[config.mk]
export PLATFORM = sky130hd
export DESIGN_NAME = hdr_sync_detect
export DESIGN_NICKNAME = d
export VERILOG_FILES = /design/src/rtl/hdr_sync_pkg.sv /design/src/rtl/hdr_window.sv /design/src/rtl/hdr_word_cmp.sv /design/src/rtl/hdr_sync_detect.sv
export SDC_FILE = /design/constraint.sdc
export NUM_CORES = 1
export LEC_CHECK = 0
export BUFFER_PORTS_ARGS = -buffer_cell sky130_fd_sc_hd__buf_2
export CORE_AREA = 2 2 216 218
export DETAILED_ROUTE_END_ITERATION = 10
export DIE_AREA = 0 0 218 220
export RECOVER_POWER = 100
export SYNTH_ARGS = -nofsm -noshare
export SYNTH_HDL_FRONTEND = slang
export SYNTH_HIERARCHICAL = 1
export SYNTH_SLANG_ARGS = --single-unit
[constraint.sdc]
create_clock -name clk -period 3.9 [get_ports clk]
set_clock_uncertainty 0.2 [all_clocks]
set_input_delay 0.78 -clock clk [delete_from_list [all_inputs] [get_ports clk]]
set_output_delay 0.78 -clock clk [all_outputs]
set_load 0.02 [all_outputs]
[src/rtl/hdr_sync_pkg.sv]
package hdr_sync_pkg;

    localparam int          HDR_WORDS = 13;
    localparam int          HDR_BYTES = HDR_WORDS * 4;
    localparam logic [31:0] ALL_ONES  = 32'hFFFF_FFFF;

    // Expected preamble word at a given word index
    function automatic logic [31:0] hdr_expect(input int idx);
        case (idx)
            8:       return 32'h0000_00BB;
            9:       return 32'h1122_0044;
            12:      return 32'hAA99_5566;
            default: return ALL_ONES;
        endcase
    endfunction

    function automatic logic [31:0] byte_rev(input logic [31:0] w);
        return {w[7:0], w[15:8], w[23:16], w[31:24]};
    endfunction

    typedef struct packed {
        logic ok;   // word accepted in either order
        logic rev;  // accepted only as a byte-reversed word
    } word_verdict_t;

    typedef enum logic {
        ST_SCAN = 1'b0,
        ST_DONE = 1'b1
    } det_state_t;

endpackage

[src/rtl/hdr_window.sv]
module hdr_window
    import hdr_sync_pkg::*;
#(
    parameter int DEPTH_BYTES = HDR_BYTES,
    localparam int WIN_W = DEPTH_BYTES * 8
) (
    input  logic             clk,
    input  logic             rst,
    input  logic             shift,
    input  logic [7:0]       din,
    output logic [WIN_W-1:0] win_next
);
    logic [WIN_W-1:0] win_q;

    // Newest byte sits in the low bits, oldest in the top bits
    always_comb begin
        win_next = shift ? {win_q[WIN_W-9:0], din} : win_q;
    end

    always_ff @(posedge clk) begin
        if (rst) win_q <= '0;
        else     win_q <= win_next;
    end
endmodule

[src/rtl/hdr_word_cmp.sv]
module hdr_word_cmp
    import hdr_sync_pkg::*;
#(
    parameter int IDX = 0
) (
    input  logic [31:0]   word,
    output word_verdict_t verdict
);
    logic [31:0] expect_w;
    logic [31:0] rev_w;
    logic        nat_hit;
    logic        rev_hit;

    always_comb begin
        expect_w    = hdr_expect(IDX);
        rev_w       = byte_rev(word);
        nat_hit     = (word == expect_w);
        rev_hit     = (rev_w != ALL_ONES) && (rev_w == expect_w);
        verdict.ok  = nat_hit || rev_hit;
        verdict.rev = rev_hit;
    end
endmodule

[src/rtl/hdr_sync_detect.sv]
module hdr_sync_detect
    import hdr_sync_pkg::*;
#(
    parameter int MAX_BYTES = 4096,
    localparam int CNT_W = $clog2(MAX_BYTES + 1)
) (
    input  logic             clk,
    input  logic             rst,
    input  logic             clr,
    input  logic             in_valid,
    input  logic [7:0]       in_byte,
    output logic             hdr_found,
    output logic             hdr_reject,
    output logic [CNT_W-1:0] hdr_offset,
    output logic             hdr_swapped
);
    localparam int WIN_W = HDR_BYTES * 8;

    det_state_t        state;
    logic [CNT_W-1:0]  byte_cnt;
    logic              accept;
    logic [WIN_W-1:0]  win_next;
    word_verdict_t     verdict [HDR_WORDS];
    logic [HDR_WORDS-1:0] ok_vec;
    logic [HDR_WORDS-1:0] rev_vec;
    logic              win_full;
    logic              hdr_hit;
    logic              limit_hit;
    logic [CNT_W-1:0]  start_pos;

    assign accept = in_valid && (state == ST_SCAN) && !clr;

    hdr_window #(.DEPTH_BYTES(HDR_BYTES)) u_win (
        .clk      (clk),
        .rst      (rst),
        .shift    (accept),
        .din      (in_byte),
        .win_next (win_next)
    );

    // Word 0 is the oldest four bytes of the window
    for (genvar w = 0; w < HDR_WORDS; w++) begin : g_word
        hdr_word_cmp #(.IDX(w)) u_cmp (
            .word    (win_next[WIN_W-1-32*w -: 32]),
            .verdict (verdict[w])
        );
        assign ok_vec[w]  = verdict[w].ok;
        assign rev_vec[w] = verdict[w].rev;
    end

    always_comb begin
        win_full  = (32'(byte_cnt) >= 32'(HDR_BYTES - 1));
        hdr_hit   = win_full && (&ok_vec);
        limit_hit = (32'(byte_cnt) == 32'(MAX_BYTES - 1));
        start_pos = byte_cnt - CNT_W'(HDR_BYTES - 1);
    end

    always_ff @(posedge clk) begin
        if (rst || clr) begin
            state       <= ST_SCAN;
            byte_cnt    <= '0;
            hdr_found   <= 1'b0;
            hdr_reject  <= 1'b0;
            hdr_offset  <= '0;
            hdr_swapped <= 1'b0;
        end else begin
            hdr_found  <= 1'b0;
            hdr_reject <= 1'b0;
            if (accept) begin
                byte_cnt <= byte_cnt + 1'b1;
                if (hdr_hit) begin
                    state       <= ST_DONE;
                    hdr_offset  <= start_pos;
                    hdr_swapped <= |rev_vec;
                    if (start_pos == '0) hdr_found  <= 1'b1;
                    else                 hdr_reject <= 1'b1;
                end else if (limit_hit) begin
                    state       <= ST_DONE;
                    hdr_reject  <= 1'b1;
                    hdr_offset  <= '0;
                    hdr_swapped <= 1'b0;
                end
            end
        end
    end
endmodule

==> results.py, run 1 <==
metrics = {
    "final_layout": {
        "layoutNonFillerInstCount": 2391,
        "fillers": 4111,
        "finalInstanceArea_um2": 22800,
        "drive_gt1_frac": 0.364,
        "area_growth_pct": 14.9,
        "nets": 1762,
        "ff_latch_area_um2": 8930,
        "n_antenna_cell": 0,
        "multiInputGateArea_um2": 10300,
    },
    "power_and_ir_drop": {
        "pwr-share-clk": 0.492,
        "pwr-share-seq": 0.469,
        "swShare": 0.213,
        "power.density_nw_per_um2": 426,
        "p_comb_frac": 0.039,
        "leakagePower_nw": 9.12,
        "intPower_mw": 7.66,
        "peakVddDrop_uv": 300,
        "p_switching_mw": 2.07,
    },
    "global_route": {
        "grt_pass1_wl_um": 63300,
        "grt_start_max_net_pins": 217,
        "grt_overflow_total": 0,
        "grt_use_total": 0.160,
        "antenna_found_initial": 0,
        "grt_pass1_vias": 12200,
    },
    "logic_synthesis": {
        "synth_edf_count": 0,
        "synth_top_area_frac": 0.449,
        "synth-async-reset-ratio": 0,
        "ys_top_cells_by_area": "dfxtp_1, mux2_4, nor2b_1, mux2_2, nand4_1",
        "synth-seq-cells": 446,
        "ys.flop_type": "dfxtp_1",
        "ys_seq_area_frac": 0.449,
        "synth_warnings": 6,
        "synth_area_um2": 19900,
        "synth_area_leader_cell": "dfxtp_1",
        "yosysUniqueCellTypes": 55,
        "synth_cells": 1696,
        "syn_nets": 1709,
        "avgSynthCellArea_um2": 11.7,
    },
    "clock_tree": {
        "ctsHoldBuffers": 0,
        "cts_tree": "done",
        "path_clk_slew_ns": 0.06,
        "clock_path_buffers": 3,
        "cts_made_buffers": 49,
        "clk_latency_ns": 0.57,
        "cts_max_level": 2,
        "cts_root_buf": "clkbuf_16",
        "cts_sinks": 446,
    },
    "setup_path": {
        "worst-path-buf-inv": 5,
        "crit_chain": "buf_2, or3b_4, clkinv_16, buf_16, buf_4, mux2_2, nor4b_2, nand4_1, a21oi_2, buf_4, nand4_1, nor4_4, and3_4, nor3_4, a22o_1",
        "worstPathRequired_ns": 4.16,
        "critPathMaxStageDelay_ns": 0.46,
        "critPathSlowestCell": "or3b_4",
        "cp-start-kind": "primary input",
        "cp_top_family": "simple AND/OR/NAND/NOR gates",
        "crit_type": "primary input to flop",
        "cp_max_fo": 16,
        "critPathArrivalTime_ns": 4.12,
        "end_kind": "flop",
    },
    "routing": {
        "drc_errors": 0,
        "first_iter_violations": 591,
        "viasPerCell": 4.93,
        "routedWlPerCell_um": 16.3,
        "antenna_left": 0,
        "vias": 11800,
        "wl_um": 39000,
        "drtPass1Iterations": 5,
    },
    "sta": {
        "fin_crit_sh": 0.991,
        "setup_violations": 0,
        "fmax_ghz": 0.259,
        "fin_ws_ns": 0.0362,
        "period_needed_ns": 3.86,
        "worst_slew_pin_slew_ns": 0.980,
        "hold_ws_ns": 0.280,
        "fin_setup_tns_ns": 0,
        "maxSlewHeadroom": 0.347,
        "slew_viol_final": 0,
        "rsz0062_at_grt": "yes",
        "hold_violations": 0,
    },
    "hold_path": {
        "min_path_type": "flop to flop",
    },
    "floorplanning": {
        "ios": 28,
        "rows": 79,
        "fp.dieArea_um2": 48000,
        "initial_core_util": 0.434,
        "coreArea_um2": 45900,
        "die_x_um": 218,
        "die_h_um": 220,
    },
    "run_status": {
        "status": "finished clean",
    },
    "placed_design": {
        "dp_cells": 2297,
        "place_area_um2": 20900,
        "place_ws_ns": -0.696,
        "gp_congestion": 0.785,
        "io_buffer_count": 27,
        "hpwl_um": 25700,
    },
    "run": {
        "drv_cap": 0,
    },
}
## per-layer routing
metal / GRT usage / up-vias / routed length [um]
met2: 0.263 / 98 / 18000
met1: 0.216 / 5665 / 19300
met4: 0.0465 / 0 / 648
met5: 0 / - / 0
met3: 0.0271 / 42 / 1010
li1: - / 5980 / -
## layout make-up
type | instances | area share
Inverter | 3 | 0.00164
Clock inverter | 15 | 0.00958
Tap cell | 607 | 0.0332
Timing Repair inverter | 1 | 0.000712
Timing Repair Buffer | 118 | 0.0481
Multi-Input combinational cell | 1130 | 0.452
Clock buffer | 71 | 0.0640
Sequential cell | 446 | 0.391
## cells in the mapped netlist (all sizes together), types with 4 or more instances
| cell type | count |
|---|---|
| a21oi | 6 |
| a22o | 10 |
| and4b | 5 |
| and4bb | 5 |
| buf | 65 |
| clkbuf | 52 |
| conb | 10 |
| dfxtp | 446 |
| mux2 | 416 |
| nand2 | 14 |
| nand3 | 12 |
| nand4 | 91 |
| nor2 | 33 |
| nor2b | 416 |
| nor3 | 8 |
| nor4 | 15 |
| nor4b | 7 |
| nor4bb | 7 |
| o21ai | 6 |
| or3 | 4 |
| or4 | 21 |
| xnor2 | 12 |
| xor2 | 7 |
## power groups by stage
stage / combinational, mW / sequential, mW / clock, mW
2_1_floorplan: 0.294 / 4.67 / 0
3_3_place_gp: 0.362 / 4.67 / 0
3_5_place_dp: 0.364 / 4.67 / 0
4_1_cts: 0.371 / 4.57 / 4.91
5_1_grt: 0.404 / 4.56 / 5.10
6_report: 0.378 / 4.57 / 4.78
## what timing repair did
| item | CTS | global route |
|---|---|---|
| gates cloned | 1 | 1 |
| endpoints found under the setup margin | 16 | 17 |
| resized for setup | 7 | 15 |
| pin swaps | 2 | 13 |
| setup buffers | 0 | 6 |
## path summary, 6_finish.rpt
check / startpoint / cells past startpoint / slack, ns / endpoint
hold reg to reg: state / 1 / 0.28 / state
setup / recovery: clr / 15 / 0.04 / hdr_offset[8]
hold / removal: state / 1 / 0.28 / state
setup reg to reg: state / 14 / 0.06 / hdr_offset[8]
## cells in the final DEF (no fill, tap or decap), drive strengths merged, types with 4 or more instances in the layout
cell      n
dfxtp   446
nor2b   416
mux2    416
buf     117
nand4    91
clkbuf   71
nor2     33
or4      21
nor4     15
nand2    14
xnor2    12
nand3    12
a22o     10
conb     10
nor3      8
xor2      7
nor4b     7
nor4bb    7
o21ai     6
a21oi     6
clkinv    6
bufinv    5
and4bb    5
and4b     5
inv       5
or3       4
## cells by family (layout without fill, tap and decap cells)
| kind of cell | count (synthesis) | count (layout) | synth area share |
|---|---|---|---|
| multiplexers | 417 | 417 | 0.281 |
| adder cells (fa/ha/maj) | 1 | 1 | 0.000629 |
| other | 10 | 10 | 0.00189 |
| AND/OR/NAND/NOR | 648 | 648 | 0.208 |
| XOR/XNOR | 19 | 19 | 0.00837 |
| buffers and inverters | 120 | 208 | 0.0372 |
| flip-flops | 446 | 446 | 0.449 |
| AO/OA/AOI/OAI | 35 | 35 | 0.0138 |
## flip-flops by register name, summed over array words and instances (netlist names)
signal and flops:
byte_cnt 13, hdr_swapped 1, state 1, hdr_reject 1, u_win/win_q 416, hdr_found 1
hdr_offset 13
## through the flow
stage / total power, mW / util
6_report: 9.73 / 0.498
5_1_grt: 10.1 / 0.498
4_1_cts: 9.85 / 0.495
3_5_place_dp: 5.03 / 0.457
3_3_place_gp: 5.03 / 0.457
2_1_floorplan: 4.96 / -
(Power assumes the default switching activity.)
==> inputs of run 2 (changes only) <==
--- a/config.mk
+++ b/config.mk
@@ -5,10 +5,11 @@
 export SDC_FILE = /design/constraint.sdc
 export NUM_CORES = 1
 export LEC_CHECK = 0
+export ABC_AREA = 1
 export BUFFER_PORTS_ARGS = -buffer_cell sky130_fd_sc_hd__buf_2
-export CORE_AREA = 2 2 216 218
+export CORE_AREA = 2 2 229 231
 export DETAILED_ROUTE_END_ITERATION = 10
-export DIE_AREA = 0 0 218 220
+export DIE_AREA = 0 0 231 233
 export RECOVER_POWER = 100
 export SYNTH_ARGS = -nofsm -noshare
 export SYNTH_HDL_FRONTEND = slang
==> results.py, run 2 <==
metrics = {
    "global_route": {
        "grt_pass1_vias": 18400,
        "grt_overflow_total": 0,
        "grt_start_max_net_pins": 164,
        "grt_use_total": 0.178,
        "grt_pass1_wl_um": 82000,
        "antenna_found_initial": 0,
    },
    "logic_synthesis": {
        "synth_area_um2": 22300,
        "synth_edf_count": 0,
        "synth_top_area_frac": 0.401,
        "synthSimpleGateAreaFrac": 0.380,
        "syn_nets": 3870,
        "synth.most_common_cell": "nand2_1",
        "synth_area_leader_cell": "dfxtp_1",
        "synth-seq-cells": 446,
        "ys.flop_type": "dfxtp_1",
        "synth.area.mux_share": 0,
        "ys_top_cells_by_area": "dfxtp_1, nand2_1, inv_1, nor2_1, buf_2",
        "synth_warnings": 6,
        "synth_compound_area_frac": 0.00893,
        "yosysUniqueCellTypes": 31,
        "synth_top_family_by_area": "simple AND/OR/NAND/NOR gates",
        "synth-async-reset-ratio": 0,
        "ys_top_cells_by_count": "nand2_1, inv_1, nor2_1",
        "yosys.area_share.adder": 0.000562,
        "synth_cells": 3857,
        "avgSynthCellArea_um2": 5.78,
        "ys_seq_area_frac": 0.401,
        "synthXorXnorAreaFrac": 0.000393,
    },
    "clock_tree": {
        "cts_root_buf": "clkbuf_16",
        "path_clk_slew_ns": 0.06,
        "cts_made_buffers": 52,
        "clk_latency_ns": 0.60,
        "cts_sinks": 446,
        "post_cts_buffers": 0,
        "clock_path_buffers": 3,
        "cts_max_level": 2,
        "ctsResizeCount": 0,
        "cts_tree": "done",
        "ctsHoldBuffers": 0,
    },
    "power_and_ir_drop": {
        "power.density_nw_per_um2": 433,
        "leakagePower_nw": 16.5,
        "p_total_mw": 11.6,
        "peakVddDrop_uv": 298,
    },
    "sta": {
        "fmax_ghz": 0.288,
        "worst_slew_pin_slew_ns": 2.65,
        "maxSlewHeadroom": -0.768,
        "fin_crit_sh": 0.890,
        "rsz0062_at_grt": "no",
        "period_needed_ns": 3.47,
        "fin_ws_ns": 0.431,
        "slew_viol_final": 122,
        "setup_violations": 0,
        "hold_violations": 0,
    },
    "routing": {
        "wl_um": 46900,
        "routedWlPerCell_um": 9.77,
        "first_iter_violations": 1038,
        "drtPass1Iterations": 5,
        "drc_errors": 0,
        "antenna_left": 0,
        "vias": 19800,
        "viasPerCell": 4.12,
    },
    "setup_path": {
        "cp_max_fo": 125,
        "cp-start-kind": "flop",
        "ff2ff_path_depth": 24,
        "end_kind": "flop",
        "crit_type": "flop to flop",
        "rrSetupSlack_ns": 0.43,
        "worstPathRequired_ns": 4.22,
        "critPathArrivalTime_ns": 3.79,
    },
    "final_layout": {
        "drive_gt1_frac": 0.101,
        "fillers": 5351,
        "final_common_cell": "nand2_1",
        "largest_register": "u_win/win_q",
        "n_antenna_cell": 0,
        "top_regs": "u_win/win_q x416, byte_cnt x13, hdr_offset x13",
        "final_util": 0.522,
        "area_growth_pct": 19.8,
        "final_cell_mix": "nand2_1, inv_1, nor2_1",
        "nets": 4090,
        "largest_reg_flops": 416,
    },
    "floorplanning": {
        "coreArea_um2": 51100,
        "die_h_um": 233,
        "fp.dieArea_um2": 53800,
        "initial_core_util": 0.436,
        "die_x_um": 231,
        "ios": 28,
        "rows": 83,
    },
    "hold_path": {
        "whs_path_depth": 2,
        "min_path_type": "flop to flop",
    },
    "run_status": {
        "failed_checks": "max-capacitance violations, max-slew violations",
        "status": "finished, violations left",
    },
    "placed_design": {
        "place_ws_ns": -0.0446,
        "io_buffer_count": 27,
        "gp_congestion": 0.795,
        "hpwl_um": 30500,
    },
    "run": {
        "drv_cap": 1,
    },
}
[run 2: changes by cell type in the layout (fill, tap and decap cells not counted), sizes merged, moves of 44 or more]
cell	delta
nand2	+1519
nor2b	-415
buf	+188
nor2	+506
mux2	-416
inv	+1022
nand4	-44
[run 2: stage by stage]
step / hold WS, ns / area [um2] / TNS, ns / cells
3_5_place_dp: 0.281 / 25000 / -0.296 / 4703
3_3_place_gp: 0.270 / 25000 / -0.0889 / 4703
5_1_grt: 0.304 / 26700 / 0 / 4800
4_1_cts: 0.261 / 26800 / 0 / 4800
6_report: 0.285 / 26700 / 0 / 4800
2_1_floorplan: 0.250 / 22300 / 0 / 3857
[run 2: report_power, final]
group	internal [mW]	switching, mW
logic	0.718	1.01
registers	4.83	0.0620
clock network	2.98	1.95
[run 2: final cells by class]
class	instances	area [um2]	share of cell area
inverter	1027	3870	0.145
multi-input combinational	2227	8720	0.327
clock buffer	86	1640	0.0614
tap	680	851	0.0319
timing repair buffer	323	2570	0.0965
clock inverter	11	115	0.00431
sequential	446	8930	0.334
[run 2: path summary, 6_finish.rpt]
| kind | from | to |
|---|---|---|
| max | state | hdr_offset[9] |
| min | byte_cnt[1] | byte_cnt[1] |
| max reg2reg | state | hdr_offset[9] |
| min reg2reg | byte_cnt[1] | byte_cnt[1] |
[run 2: logic make-up after synthesis]
group | after synthesis
xor gates and xnor gates | 1
adders and majority gates | 1
DFF | 446
other | 10
AOI/OAI and AO/OA | 36
buffers and inverters | 1184
and+or+nand+nor | 2179
[run 2: routing by layer]
metal / part of all wire / global-route usage
met2: 0.46 / 0.311
met4: 0.015 / 0.0389
met1: 0.50 / 0.231
met3: 0.030 / 0.0305
met5: 0 / 0
[run 2: critical path: stages (launching register included)]
cell     delay (ns)
dfxtp_1        0.30
inv_1          0.07
nand2_1        0.08
nor2_4         0.27
inv_8          0.12
buf_12         0.22
nand2_1        0.16
nand2_1        0.08
inv_1          0.05
nand2_1        0.04
inv_1          0.06
nand2_1        0.05
nor2_1         0.09
nand2_1        0.05
nor2_1         0.21
nand2_1        0.08
nor2_1         0.13
nand4_1        0.12
nor2_1         0.11
buf_4          0.13
nand2_2        0.06
nor2_4         0.13
buf_12         0.15
nand3_1        0.09
a21oi_2        0.13
